--- config.mk ---
export PLATFORM = sky130hd
export DESIGN_NAME = hp_slot_ctrl
export DESIGN_NICKNAME = d
export VERILOG_FILES = /design/src/rtl/hp_slot_pkg.sv /design/src/rtl/hp_w1c_guard.sv /design/src/rtl/hp_irq_gen.sv /design/src/rtl/hp_slot_ctrl.sv
export SDC_FILE = /design/constraint.sdc
export NUM_CORES = 1
export LEC_CHECK = 0
export BUFFER_PORTS_ARGS = -buffer_cell sky130_fd_sc_hd__clkbuf_2
export CORE_UTILIZATION = 51
export DETAILED_ROUTE_END_ITERATION = 8
export MAX_ROUTING_LAYER = met4
export PLACE_DENSITY = 0.93
export RECOVER_POWER = 25
export REMOVE_ABC_BUFFERS = 1
export SETUP_SLACK_MARGIN = 0.2
export SLEW_MARGIN = 15
export SYNTH_ARGS = -nofsm -noshare
export SYNTH_HDL_FRONTEND = slang
export SYNTH_SLANG_ARGS = --single-unit
--- constraint.sdc ---
create_clock -name clk -period 3.5 [get_ports clk]
set_clock_uncertainty 0.1 [all_clocks]
set_input_delay 0.875 -clock clk [delete_from_list [all_inputs] [get_ports clk]]
set_output_delay 0.875 -clock clk [all_outputs]
set_load 0.03 [all_outputs]
--- src/rtl/hp_slot_pkg.sv ---
package hp_slot_pkg;

    localparam int unsigned EV_N = 5;

    localparam int unsigned EV_BTN  = 0;
    localparam int unsigned EV_PFLT = 1;
    localparam int unsigned EV_MRL  = 2;
    localparam int unsigned EV_PRES = 3;
    localparam int unsigned EV_CMD  = 4;

    localparam int unsigned C_HPIE    = 5;
    localparam int unsigned C_AIND    = 6;
    localparam int unsigned C_PIND    = 8;
    localparam int unsigned C_PWROFF  = 10;
    localparam int unsigned C_LOCKTGL = 11;

    localparam int unsigned S_PRES = 6;
    localparam int unsigned S_LOCK = 7;

    typedef enum logic [1:0] {
        IND_RSVD  = 2'b00,
        IND_ON    = 2'b01,
        IND_BLINK = 2'b10,
        IND_OFF   = 2'b11
    } ind_e;

    typedef struct packed {
        logic [EV_N-1:0] ev_en;
        logic            hp_ie;
        ind_e            attn_ind;
        ind_e            pwr_ind;
        logic            pwr_off;
        logic [EV_N-1:0] ev;
        logic            present;
        logic            locked;
        logic            link_up;
        logic            unplug_pls;
        logic            reject_pls;
    } slot_st_t;

endpackage

--- src/rtl/hp_w1c_guard.sv ---
module hp_w1c_guard #(
    parameter int unsigned N = 5
) (
    input  logic [N-1:0] old_ev,
    input  logic         wr,
    input  logic [N-1:0] wdata,
    output logic [N-1:0] new_ev
);
    logic late_event;

    always_comb begin
        late_event = |(wdata & ~old_ev);
        if (!wr || late_event) begin
            new_ev = old_ev;
        end else begin
            new_ev = old_ev & ~wdata;
        end
    end
endmodule

--- src/rtl/hp_irq_gen.sv ---
module hp_irq_gen #(
    parameter int unsigned N = 5
) (
    input  logic         clk,
    input  logic         rst_n,
    input  logic         msi_en,
    input  logic         hp_ie,
    input  logic [N-1:0] ev,
    input  logic [N-1:0] ev_en,
    output logic         intx,
    output logic         msi_pulse
);
    logic notify_d, notify_q;
    logic intx_d, intx_q;
    logic pulse_d, pulse_q;

    always_comb begin
        notify_d = hp_ie && (|(ev & ev_en));
        intx_d   = !msi_en && notify_d;
        pulse_d  = msi_en && (notify_d != notify_q);
    end

    always_ff @(posedge clk) begin
        if (!rst_n) begin
            notify_q <= 1'b0;
            intx_q   <= 1'b0;
            pulse_q  <= 1'b0;
        end else begin
            notify_q <= notify_d;
            intx_q   <= intx_d;
            pulse_q  <= pulse_d;
        end
    end

    assign intx      = intx_q;
    assign msi_pulse = pulse_q;
endmodule

--- src/rtl/hp_slot_ctrl.sv ---
module hp_slot_ctrl
    import hp_slot_pkg::*;
#(
    parameter int unsigned REG_W       = 16,
    parameter bit          PWR_CTRL_EN = 1'b1
) (
    input  logic             clk,
    input  logic             rst_n,
    input  logic             slot_populated_i,
    input  logic             msi_en_i,
    input  logic             cfg_wr_en,
    input  logic             cfg_wr_sel,
    input  logic [REG_W-1:0] cfg_wr_data,
    input  logic             cfg_rd_sel,
    output logic [REG_W-1:0] cfg_rd_data,
    input  logic             attn_btn_i,
    input  logic             dev_attach_i,
    input  logic             unplug_req_i,
    output logic             intx_o,
    output logic             msi_pulse_o,
    output logic             slot_pwr_o,
    output logic [1:0]       pwr_ind_o,
    output logic [1:0]       attn_ind_o,
    output logic             interlock_o,
    output logic             link_up_o,
    output logic             unplug_o,
    output logic             req_reject_o
);
    localparam int unsigned CTL_USED = C_LOCKTGL + 1;

    slot_st_t         st_d, st_q, st_rst;
    logic             ctl_wr, sts_wr;
    logic [EV_N-1:0]  ev_w1c;
    logic [REG_W-1:0] ctl_vec, sts_vec;
    logic             old_off_combo, new_off_combo;
    logic             unused_hi;

    assign ctl_wr    = cfg_wr_en && !cfg_wr_sel;
    assign sts_wr    = cfg_wr_en &&  cfg_wr_sel;
    assign unused_hi = ^cfg_wr_data[REG_W-1:CTL_USED];

    hp_w1c_guard #(.N(EV_N)) u_guard (
        .old_ev (st_q.ev),
        .wr     (sts_wr),
        .wdata  (cfg_wr_data[EV_N-1:0]),
        .new_ev (ev_w1c)
    );

    // reset image, depends on slot occupancy and power-control variant
    always_comb begin
        st_rst          = '0;
        st_rst.attn_ind = IND_OFF;
        st_rst.pwr_ind  = IND_RSVD;
        st_rst.present  = slot_populated_i;
        st_rst.link_up  = slot_populated_i;
        if (PWR_CTRL_EN) begin
            st_rst.pwr_off = !slot_populated_i;
            st_rst.pwr_ind = slot_populated_i ? IND_ON : IND_OFF;
        end
    end

    always_comb begin
        st_d            = st_q;
        st_d.unplug_pls = 1'b0;
        st_d.reject_pls = 1'b0;
        st_d.ev         = ev_w1c;

        old_off_combo = st_q.pwr_off && (st_q.pwr_ind == IND_OFF);
        new_off_combo = cfg_wr_data[C_PWROFF] &&
                        (cfg_wr_data[C_PIND +: 2] == IND_OFF);

        if (ctl_wr) begin
            st_d.ev_en    = cfg_wr_data[EV_N-1:0];
            st_d.hp_ie    = cfg_wr_data[C_HPIE];
            st_d.attn_ind = ind_e'(cfg_wr_data[C_AIND +: 2]);
            st_d.pwr_ind  = ind_e'(cfg_wr_data[C_PIND +: 2]);
            st_d.pwr_off  = PWR_CTRL_EN ? cfg_wr_data[C_PWROFF] : 1'b0;
            if (cfg_wr_data[C_LOCKTGL]) begin
                st_d.locked = !st_q.locked;
            end
            if (st_q.present && new_off_combo && !old_off_combo) begin
                st_d.present     = 1'b0;
                st_d.link_up     = 1'b0;
                st_d.ev[EV_PRES] = 1'b1;
                st_d.unplug_pls  = 1'b1;
            end
        end

        if (unplug_req_i) begin
            if (st_d.locked || (st_d.pwr_ind == IND_BLINK)) begin
                st_d.reject_pls = 1'b1;
            end else if (st_d.pwr_off && (st_d.pwr_ind == IND_OFF)) begin
                st_d.present     = 1'b0;
                st_d.link_up     = 1'b0;
                st_d.ev[EV_PRES] = 1'b1;
                st_d.unplug_pls  = 1'b1;
            end else begin
                st_d.ev[EV_BTN] = 1'b1;
            end
        end

        if (dev_attach_i) begin
            st_d.present     = 1'b1;
            st_d.link_up     = 1'b1;
            st_d.ev[EV_PRES] = 1'b1;
            st_d.ev[EV_BTN]  = 1'b1;
        end

        if (attn_btn_i) begin
            st_d.ev[EV_BTN] = 1'b1;
        end

        if (ctl_wr) begin
            st_d.ev[EV_CMD] = 1'b1;
        end
    end

    always_ff @(posedge clk) begin
        if (!rst_n) begin
            st_q <= st_rst;
        end else begin
            st_q <= st_d;
        end
    end

    hp_irq_gen #(.N(EV_N)) u_irq (
        .clk       (clk),
        .rst_n     (rst_n),
        .msi_en    (msi_en_i),
        .hp_ie     (st_d.hp_ie),
        .ev        (st_d.ev),
        .ev_en     (st_d.ev_en),
        .intx      (intx_o),
        .msi_pulse (msi_pulse_o)
    );

    always_comb begin
        ctl_vec                   = '0;
        ctl_vec[EV_N-1:0]         = st_q.ev_en;
        ctl_vec[C_HPIE]           = st_q.hp_ie;
        ctl_vec[C_AIND +: 2]      = st_q.attn_ind;
        ctl_vec[C_PIND +: 2]      = st_q.pwr_ind;
        ctl_vec[C_PWROFF]         = st_q.pwr_off;
        sts_vec                   = '0;
        sts_vec[EV_N-1:0]         = st_q.ev;
        sts_vec[S_PRES]           = st_q.present;
        sts_vec[S_LOCK]           = st_q.locked;
    end

    assign cfg_rd_data  = cfg_rd_sel ? sts_vec : ctl_vec;
    assign pwr_ind_o    = st_q.pwr_ind;
    assign attn_ind_o   = st_q.attn_ind;
    assign interlock_o  = st_q.locked;
    assign link_up_o    = st_q.link_up;
    assign unplug_o     = st_q.unplug_pls;
    assign req_reject_o = st_q.reject_pls;

    generate
        if (PWR_CTRL_EN) begin : g_pwr_ctl
            assign slot_pwr_o = !st_q.pwr_off;
        end else begin : g_pwr_fixed
            assign slot_pwr_o = 1'b1;
        end
    endgenerate
endmodule

==> metrics.md, run 1 <==
| Metric | Value |
|---|---|
| Post-route cell area | 1488 um2 |
| Gpl congestion | 0.8553 |
| Yosys Warn Count | 0 |
| DRT iter0 DRCs | 40 |
| Die area | 2724 um2 |
| CTS tree | yes |
| Total number of vias | 1,193 |
| CTS Buf Count | 3 |
| Worst Path Buf+Inv | 1 |
| Final HPWL DP | 2237 um |
| Post-synthesis cell count | 147 |
| FF-to-FF path depth | 6 |
| Worst Setup Path Type | input port to register |
| Cell family with most CP delay | compound AO/OA/AOI/OAI gates |
| RR Startpoint | st_q[9]$_SDFF_PN0_ |
| Hold Crit Class | register to register |
| Initial core utilization | 55.94% |
| DR WL/cell | 13.80 um |
| CP max FO | 13 |
| Min cycle time layout | 2690 ps |
| TNS Setup | 0 ps |
| Ports | 53 |
| Setup repair bufs after CTS | 0 |
| Slew Viols, Final | 0 |
| # setup viols final | 0 |
| Vias in the first global route | 1,112 |
| Post-Syn Area | around 1300 um2 |
| Worst path slowest cell | nand2b_1 |
| Part of the cycle the worst path needs | 76.86% |
| Std-Cell Rows | 17 |
| RSZ-0062 raised after global routing | no |
| Worst-margin pin slew | around 700 ps |
| Lkg Pwr | 0.6956 nW |
| Crit path DAT | about 2800 ps |
| FMAX | 371.8 MHz |
| Layout cells sized above 1 | about a third |
| Post-Route WL | 2939 um |
| Root Driver | clkbuf_4 |
| FF-to-FF End | u_irq.msi_pulse$_SDFF_PN0_ |
| Critical path required time | 3640 ps |
| # resized after CTS | 0 |
| Avg Inst Size Synth | 8.741 um2 |
| Fillers | 191 |
| Num Clock Sinks | 24 |
| Hold Crit Endpoint | u_irq.msi_pulse$_SDFF_PN0_ |
| Port buffer count | 43 |
| # hold bufs at CTS | 0 |
| Outcome | finished, final reports clean |
| Drt first pass iters | 4 |
| Unique masters post-synth | 37 |
| Max-cap violations | 0 |
| Gr usage total | 23.79% |
| Nets@finish | 212 |
| Number of diodes | 0 |
| Area growth syn-to-layout | 15.77% |
| Clock-pin slew of the registers on the worst-case setup and hold paths | 130 ps |
| Tot Pwr | 0.5934 mW |
| Largest net degree at the start of global routing | 24 |
| Hold_sp | u_irq.notify_q$_SDFF_PN0_ |
| Die height | 52.20 um |
| Antenna violations before repair | 0 |
| CTS HTree Levels | 1 |
| Crit. End Element | register |
| Post-synthesis sequential area ratio | 37.39% |
| R2R Setup Slk | 1530 ps |
| Placement Cell Area | 1460 um2 |
| First-pass GRT wire length | 4712 um |
| Commonest non-fill, non-tap cell in the layout | clkbuf_2 |
| Vias/cell | ~5.6 |
| Final Hold Viols | 0 |
| Register bit total from synthesis | 24 |
| Pwr dens | 398.9 nW/um2 |
| Worst Hold Path Cells | 1 |
| Slew HR | 54.47% |
| Core area | 2297 um2 |
| CP startpoint kind | input port |
| Crit-path max cell delay | ~470 ps |
| Die W | 52.20 um |
| # DRC | 0 |
| Crit-path cells | clkbuf_1 -> nand2b_1 -> a31oi_1 -> nand3_1 -> o311ai_2 -> o31ai_2 -> o32ai_1 |
| Most frequent cells in the layout | 41 x clkbuf_2, 24 x dfxtp_1, 19 x nand2_1 |
| Clk buf depth | 2 |
| Peak VDD IR | 0.0004042 V |
| Clk Latency, worst-skew pair | between 300 and 400 ps |
| Overflow after GRT | 0 |
| Post-DRT Antenna Nets | 0 |
## stage by stage
stage / hold slack (ps) / util, % / cells / setup WS [ps]
3_3_place_gp: 343.3 / 63.56 / 209 / 764.4
6_report: 370.9 / 64.76 / 213 / 810.1
4_1_cts: 368.9 / 65.14 / 213 / 822.8
5_1_grt: 387.4 / 64.76 / 213 / 675.0
3_5_place_dp: 351.4 / 63.56 / 209 / 731.9
2_1_floorplan: 333.4 / - / 137 / 1082
## per-layer routing
metal | routed length [um] | up-vias | GRT usage [%] | share of wire (%)
met4 | 23 | 0 | 6.140 | 0.78
li1 | - | 570 | - | -
met2 | 1446 | 52 | 41.88 | 49
met1 | 1258 | 567 | 27.08 | 43
met5 | 0 | - | - | 0
met3 | 211 | 4 | 5.507 | 7.2
## flip-flops by register name, summed over array words and instances, names as in the netlist
name,cells
u_irq.notify_q,1
attn_ind_o,2
interlock_o,1
ctl_vec,7
link_up_o,1
u_irq.msi_pulse,1
unplug_o,1
pwr_ind_o,2
u_irq.intx,1
req_reject_o,1
st_q,6
## cells by family (layout without fill, tap and decap cells)
kind of cell | Yosys count | count (layout) | synth area share, %
compound gates | 25 | 25 | 14.22
other cells | 1 | 5 | 0.2918
xor+xnor | 1 | 1 | 0.6817
simple gates | 63 | 63 | 26.97
flops | 24 | 24 | 37.39
buf+inv | 20 | 54 | 9.347
mux | 13 | 13 | 11.10
## how the worst max path moves through the flow
stage | endpoint | cells after the start | from | slack, ps
after floorplan | u_irq.msi_pulse$_SDFF_PN0_ | 6 | cfg_wr_sel | 1080
after global placement | u_irq.msi_pulse$_SDFF_PN0_ | 7 | cfg_wr_sel | 760
after detailed placement | u_irq.msi_pulse$_SDFF_PN0_ | 7 | cfg_wr_sel | 730
after CTS | cfg_rd_data[0] | 3 | cfg_rd_sel | 820
after global routing | u_irq.msi_pulse$_SDFF_PN0_ | 7 | cfg_wr_sel | 680
final | u_irq.msi_pulse$_SDFF_PN0_ | 7 | cfg_wr_sel | 810
## where the power goes
group	switching [mW]	internal (mW)	total, mW	leakage, nW
Combinational	0.0971	0.0506	0.148	0.477
Sequential	0.0102	0.289	0.299	0.198
Clock	0.0833	0.0636	0.147	0.0210
Total	0.191	0.403	0.593	0.696
## synthesized netlist by cell type
cell type,n,area [um2]
a21bo_2,1,10.01
a21boi_0,1,7.510
a21oi_1,6,30.03
a311o_1,3,30.03
a31oi_1,4,25.02
and2_1,5,31.28
buf_4,10,75.07
buf_6,1,11.26
clkbuf_1,3,11.26
conb_1,1,3.750
dfxtp_1,24,480.5
inv_1,6,22.52
mux2_2,7,78.83
mux2i_1,5,50.05
mux2i_2,1,13.76
nand2_1,19,71.32
nand2b_1,2,12.51
nand2b_2,1,8.760
nand3_1,6,30.03
nand3b_1,2,15.01
nand4_1,2,12.51
nor2_1,6,22.52
nor2b_1,15,93.84
nor4_2,1,12.51
nor4bb_1,1,10.01
o211ai_1,1,7.510
o21ai_0,2,10.01
o21ai_1,2,10.01
o22ai_1,1,6.260
o311ai_2,1,16.27
o31a_1,1,8.760
o31ai_2,1,12.51
o32ai_1,1,8.760
or3_1,1,6.260
or3b_1,1,8.760
or4_4,1,11.26
xor2_1,1,8.760
## layout make-up
cell class                 count  area (um2)  area share, %
clock buffer                   4       36.28          2.439
sequential                    24       480.5          32.30
tap                           28       35.03          2.355
inverter                       6       22.52          1.514
timing repair buffer          44       216.5          14.55
multi-input combinational    107       696.9          46.85
No activity file was read; power rests on OpenSTA's default activity.
==> inputs of run 2 (changes only) <==
--- a/config.mk
+++ b/config.mk
@@ -6,10 +6,10 @@
 export NUM_CORES = 1
 export LEC_CHECK = 0
 export BUFFER_PORTS_ARGS = -buffer_cell sky130_fd_sc_hd__clkbuf_2
-export CORE_UTILIZATION = 51
+export CORE_UTILIZATION = 42
 export DETAILED_ROUTE_END_ITERATION = 8
 export MAX_ROUTING_LAYER = met4
-export PLACE_DENSITY = 0.93
+export PLACE_DENSITY = 0.83
 export RECOVER_POWER = 25
 export REMOVE_ABC_BUFFERS = 1
 export SETUP_SLACK_MARGIN = 0.2
==> constraint.sdc (replaced) <==
create_clock -name clk -period 2.45 [get_ports clk]
set_clock_uncertainty 0.1 [all_clocks]
set_input_delay 0.6125 -clock clk [delete_from_list [all_inputs] [get_ports clk]]
set_output_delay 0.6125 -clock clk [all_outputs]
set_load 0.03 [all_outputs]
==> run 2 against run 1 <==
The run now ends with DRC left. Die area grew 21%. Via count shrank 2.3%. Critical endpoint is now u_irq.intx$_SDFF_PN0_. Critical path depth grew 1. Register-to-register slack lost 1100 ps. Total power grew 57%.
==> metrics.md, run 2 (synthesis results as in run 1) <==
| Metric | Value |
|---|---|
| Max reg flops | 7 (unchanged) |
| Gpl congestion | 0.8066 (was 0.8553) |
| Failing checks | DRC |
| Initial core utilization | 45.42% (was 55.94%) |
| FMAX | 456.6 MHz |
| Slew Viols, Final | 0 (unchanged) |
| Part of the cycle the worst path needs | 89.39% |
| Final HPWL DP | 2167 um (was 2237 um) |
| Min cycle time layout | 2190 ps |
| Pwr dens | 597.6 nW/um2 (was 398.9 nW/um2) |
| Vias/cell | 5.224 (was 5.601) |
| Crit. End Element | register (unchanged) |
| Crit path DAT | 2330 ps (was 2830 ps) |
| Die W | 57.31 um (was 52.20 um) |
| Switching power | 0.2719 mW (was 0.1906 mW) |
| Vias in the first global route | 1,072 (was 1,112) |
| Clk Latency, worst-skew pair | 320 ps (about the same) |
| First-pass GRT wire length | 4422 um (was 4712 um) |
| Area growth syn-to-layout | 21.13% (was 15.77%) |
| Most frequent cells in the layout | 41 x clkbuf_2, 24 x dfxtp_1, 19 x nand2_1 (unchanged) |
| Worst Setup Path Type | input port to register (unchanged) |
| Gr usage total | 17.86% (was 23.79%) |
| Lkg Pwr | 0.7320 nW (was 0.6956 nW) |
| Root Driver | clkbuf_4 (unchanged) |
| Post-Route WL | 2789 um (was 2939 um) |
| Number of diodes | 0 (unchanged) |
| Final Hold Viols | 0 (unchanged) |
| Num Clock Sinks | 24 (unchanged) |
| TNS Setup | 0 ps (unchanged) |
| Drt first pass iters | 6 (was 4) |
| Outcome | finished, violations left (was finished, final reports clean) |
| Clock-pin slew of the registers on the worst-case setup and hold paths | 140 ps (was 130 ps) |
| Largest net degree at the start of global routing | 24 (unchanged) |
| DR WL/cell | 12.51 um (was 13.80 um) |
| CTS HTree Levels | 1 (unchanged) |
| Peak VDD IR | 0.0002490 V (was 0.0004042 V) |
| Fillers | 282 (was 191) |
| # setup viols final | 0 (unchanged) |
| Nets@finish | 219 (was 212) |
| Antenna violations before repair | 0 (unchanged) |
| Sw Share | 29.23% (was 32.12%) |
| Ports | 53 (unchanged) |
| Clock Power Share | 30.7% (was 24.8%) |
| Hold Slack | 356.9 ps (was 370.9 ps) |
| Critical path required time | 2590 ps (was 3640 ps) |
| Total area of sequential cells | 480.5 um2 (unchanged) |
| Core area | 2829 um2 (was 2297 um2) |
| # resized after CTS | 0 (unchanged) |
| Layout cells sized above 1 | 33.33% (was 31.35%) |
| Std-Cell Rows | 19 (was 17) |
| Overflow after GRT | 0 (unchanged) |
| # hold bufs at CTS | 0 (unchanged) |
| CP max FO | 8 (was 13) |
| Setup repair bufs after CTS | 0 (unchanged) |
| CTS tree | yes (unchanged) |
| Internal | 0.6583 mW (was 0.4028 mW) |
| # DRC | 8 (was 0) |
| RSZ-0062 raised after global routing | no (unchanged) |
| Total number of vias | 1,165 (was 1,193) |
| Port buffer count | 43 (unchanged) |
| Commonest non-fill, non-tap cell in the layout | clkbuf_2 (unchanged) |
| DRT iter0 DRCs | 42 (was 40) |
| Clk buf depth | 2 (unchanged) |
| Die height | 57.31 um (was 52.20 um) |
| Max-cap violations | 0 (unchanged) |
| Multi-input gate area | 696.9 um2 (unchanged) |
| CTS Buf Count | 3 (unchanged) |
| CP startpoint kind | input port (unchanged) |
| Post-DRT Antenna Nets | 0 (unchanged) |
| Reg power frac | 45.9% (was 50.3%) |
| Combinational Power Share | 23.3% (was 24.9%) |
| Die area | 3284 um2 (was 2724 um2) |
| Hold Crit Class | input port to register (was register to register) |
run 2: area by class of cell:
type	count	area share [%]
Sequential cell	24	30.87
Clock buffer	3	1.447
Clock inverter	1	1.929
Multi-Input combinational cell	107	44.77
Tap cell	31	2.492
Inverter	6	1.447
Timing Repair Buffer	51	17.04
run 2: layer usage:
metal / GRT usage, % / wire [um]
met1: 20.31 / 1263
met2: 32.27 / 1365
met3: 2.041 / 138
met4: 6.272 / 22
met5: - / 0
run 2: power by group through the flow:
stage / registers, mW / logic [mW] / clock network, mW
2_1_floorplan: 0.451 / 0.122 / 0
3_3_place_gp: 0.435 / 0.217 / 0
3_5_place_dp: 0.436 / 0.220 / 0
4_1_cts: 0.427 / 0.221 / 0.292
5_1_grt: 0.430 / 0.233 / 0.313
6_report: 0.427 / 0.217 / 0.286
run 2: worst max-delay path: stages:
cell      delay, ps
clkbuf_1        160
nand2b_1        390
buf_4           230
mux2i_1         320
o21ai_1         150
o31ai_2         290
buf_4           160
nor2_1           30
run 2: metrics by stage:
step           utilization [%]  setup WS (ps)  instances  instance area [um2]  power (mW)
2_1_floorplan                -          294.2        137                 1202      0.5735
3_3_place_gp             53.60          65.79        219                 1516      0.6520
3_5_place_dp             53.60          52.65        219                 1516      0.6561
4_1_cts                  55.46          270.2        223                 1569      0.9408
5_1_grt                  55.02          143.1        223                 1556      0.9759
6_report                 55.02          259.9        223                 1556      0.9302
run 2: final timing paths:
| kind | from | to | slack, ps | cells past startpoint |
|---|---|---|---|---|
| worst min-delay path | msi_en_i | u_irq.intx$_SDFF_PN0_ | 360 | 2 |
| worst max-delay path | cfg_wr_sel | u_irq.intx$_SDFF_PN0_ | 260 | 8 |
| worst min register to register | u_irq.notify_q$_SDFF_PN0_ | u_irq.msi_pulse$_SDFF_PN0_ | 360 | 1 |
| worst max register to register | st_q[9]$_SDFF_PN0_ | u_irq.intx$_SDFF_PN0_ | 470 | 7 |
==> inputs of run 3 (changes only) <==
--- a/config.mk
+++ b/config.mk
@@ -6,6 +6,7 @@
 export NUM_CORES = 1
 export LEC_CHECK = 0
 export BUFFER_PORTS_ARGS = -buffer_cell sky130_fd_sc_hd__clkbuf_2
+export CORE_MARGIN = 5
 export CORE_UTILIZATION = 42
 export DETAILED_ROUTE_END_ITERATION = 8
 export MAX_ROUTING_LAYER = met4
==> run 3 against run 2 <==
The flow now finishes without violations. Clock-buffer cell count grew 1. Sequential cell count is the same. Final cell count grew 0.45%. Setup slack gained 31 ps. Cell area shrank 0.56%. Maximum frequency grew 1.4%. Non-clock buffer count shrank 1. Via count shrank 2.7%. Combinational power is essentially flat.
==> metrics.md, run 3 (synthesis results as in run 1) <==
| Metric | Value |
|---|---|
| Outcome | finished, final reports clean (was finished, violations left) |
| Lkg Pwr | 0.7244 nW (was 0.7320 nW) |
| Clk buf depth | 2 (unchanged) |
| CTS Buf Count | 3 (unchanged) |
| Post-DRT Antenna Nets | 0 (unchanged) |
| CTS tree | yes (unchanged) |
| # hold bufs at CTS | 0 (unchanged) |
| Clk Latency, worst-skew pair | 310 ps (was 320 ps) |
| TNS Setup | 0 ps (unchanged) |
| Tot Pwr | 0.8474 mW (was 0.9302 mW) |
| CTS HTree Levels | 1 (unchanged) |
| Die W | 65.31 um (was 57.31 um) |
| Final HPWL DP | 2216 um (was 2167 um) |
| Root Driver | clkbuf_4 (unchanged) |
| Vias in the first global route | 1,092 (was 1,072) |
| Slew Viols, Final | 0 (unchanged) |
| Sw Share | 31.14% (was 29.23%) |
| Part of the cycle the worst path needs | 88.13% (was 89.39%) |
| Commonest non-fill, non-tap cell in the layout | clkbuf_2 (unchanged) |
| Hold Crit Class | register to register (was input port to register) |
| Final core utilization | 51.54% (was 55.02%) |
| Die area | 4265 um2 (was 3284 um2) |
| Crit. End Element | output port (was register) |
| Die height | 65.31 um (was 57.31 um) |
| Nets@finish | 218 (was 219) |
| Num Clock Sinks | 24 (unchanged) |
| Worst Setup Path Type | input port to output port (was input port to register) |
| Final Hold Viols | 0 (unchanged) |
| Std-Cell Rows | 20 (was 19) |
| Initial core utilization | 42.79% (was 45.42%) |
| Combinational Power Share | 25.5% (was 23.3%) |
| DRT iter0 DRCs | 44 (was 42) |
| Setup ws final | 290.7 ps (was 259.9 ps) |
| Internal | 0.5835 mW (was 0.6583 mW) |
| Crit path DAT | 1450 ps (was 2330 ps) |
| Overflow after GRT | 0 (unchanged) |
| # DRC | 0 (was 8) |
| FMAX | 463.1 MHz (was 456.6 MHz) |
| Most frequent cells in the layout | 41 x clkbuf_2, 24 x dfxtp_1, 19 x nand2_1 (unchanged) |
| Layout cells sized above 1 | 32.98% (was 33.33%) |
| Clock-pin slew of the registers on the worst-case setup and hold paths | 120 ps (was 140 ps) |
| Clock Power Share | 24.2% (was 30.7%) |
| DR WL/cell | 12.36 um (was 12.51 um) |
| Largest net degree at the start of global routing | 24 (unchanged) |
| Antenna violations before repair | 0 (unchanged) |
| Met1 Track Usage GR | 17.18% (was 20.31%) |
| First-pass GRT wire length | 4712 um (was 4422 um) |
| Max-cap violations | 0 (unchanged) |
| Reg power frac | 50.3% (was 45.9%) |
| Port buffer count | 43 (unchanged) |
| Core area | 3003 um2 (was 2829 um2) |
| Min cycle time layout | 2159 ps (was 2190 ps) |
| Max reg flops | 7 (unchanged) |
| RSZ-0062 raised after global routing | no (unchanged) |
| Switching power | 0.2639 mW (was 0.2719 mW) |
| Met2 Usage GRT | 23.64% (was 32.27%) |
| Pwr dens | 547.5 nW/um2 (was 597.6 nW/um2) |
| Setup repair bufs after CTS | 0 (unchanged) |
| Critical path required time | 1740 ps (was 2590 ps) |
| Met3 Track Usage GR | 4.786% (was 2.041%) |
| Peak VDD IR | 0.0003008 V (was 0.0002490 V) |
| Gr usage total | 14.28% (was 17.86%) |
| # resized after CTS | 0 (unchanged) |
| Hold Slack | 367.6 ps (was 356.9 ps) |
| Vias/cell | 5.058 (was 5.224) |
| Drt first pass iters | 4 (was 6) |
| Number of diodes | 0 (unchanged) |
| Area growth syn-to-layout | 20.45% (was 21.13%) |
| GRT busiest layer | met2 (unchanged) |
| CP startpoint kind | input port (unchanged) |
| Post-Route WL | 2769 um (was 2789 um) |
| CP max FO | 11 (was 8) |
| Total number of vias | 1,133 (was 1,165) |
| Ports | 53 (unchanged) |
| Gpl congestion | 0.7488 (was 0.8066) |
| Worst slack, placed | 69.60 ps (was 52.65 ps) |
| # setup viols final | 0 (unchanged) |
==> run 3: through the flow <==
| step | instances | instance area, um2 |
|---|---|---|
| after floorplan | 137 | 1202 |
| after global placement | 220 | 1524 |
| after detailed placement | 220 | 1524 |
| after CTS | 224 | 1560 |
| after global routing | 224 | 1548 |
| final | 224 | 1548 |
==> run 3: worst paths after layout <==
kind                            slack (ps)  cells past startpoint                from                    end
worst max-delay path                   290                      3          cfg_rd_sel         cfg_rd_data[3]
worst min-delay path                   370                      2   link_up_o$_DFF_P_      link_up_o$_DFF_P_
worst max register to register         460                      7  st_q[9]$_SDFF_PN0_  u_irq.intx$_SDFF_PN0_
worst min register to register         370                      2   link_up_o$_DFF_P_      link_up_o$_DFF_P_
==> run 3: final cells by class <==
cell class / count / area, um2
inverter: 6 / 22.52
multi-input combinational: 107 / 696.9
tap: 33 / 41.29
clock buffer: 4 / 36.28
timing repair buffer: 50 / 270.3
sequential: 24 / 480.5
fill: 308 / 1455
==> run 3: worst max-delay path, stage by stage <==
cell and delay [ps]:
clkbuf_2 270, mux2_2 380, clkbuf_2 180
==> run 3: layer usage <==
layer  part of all wire [%]  wire length (um)
met5                      0                 0
met4                   0.47                13
met3                    6.5               181
met2                     49              1366
met1                     44              1207
==> run 3: power by group through the flow <==
stage / clock (mW) / sequential, mW / combinational, mW
floorplan: 0 / 0.451 / 0.122
global placement: 0 / 0.434 / 0.219
detailed placement: 0 / 0.435 / 0.221
CTS: 0.215 / 0.426 / 0.222
global route: 0.234 / 0.430 / 0.237
finish: 0.205 / 0.426 / 0.216
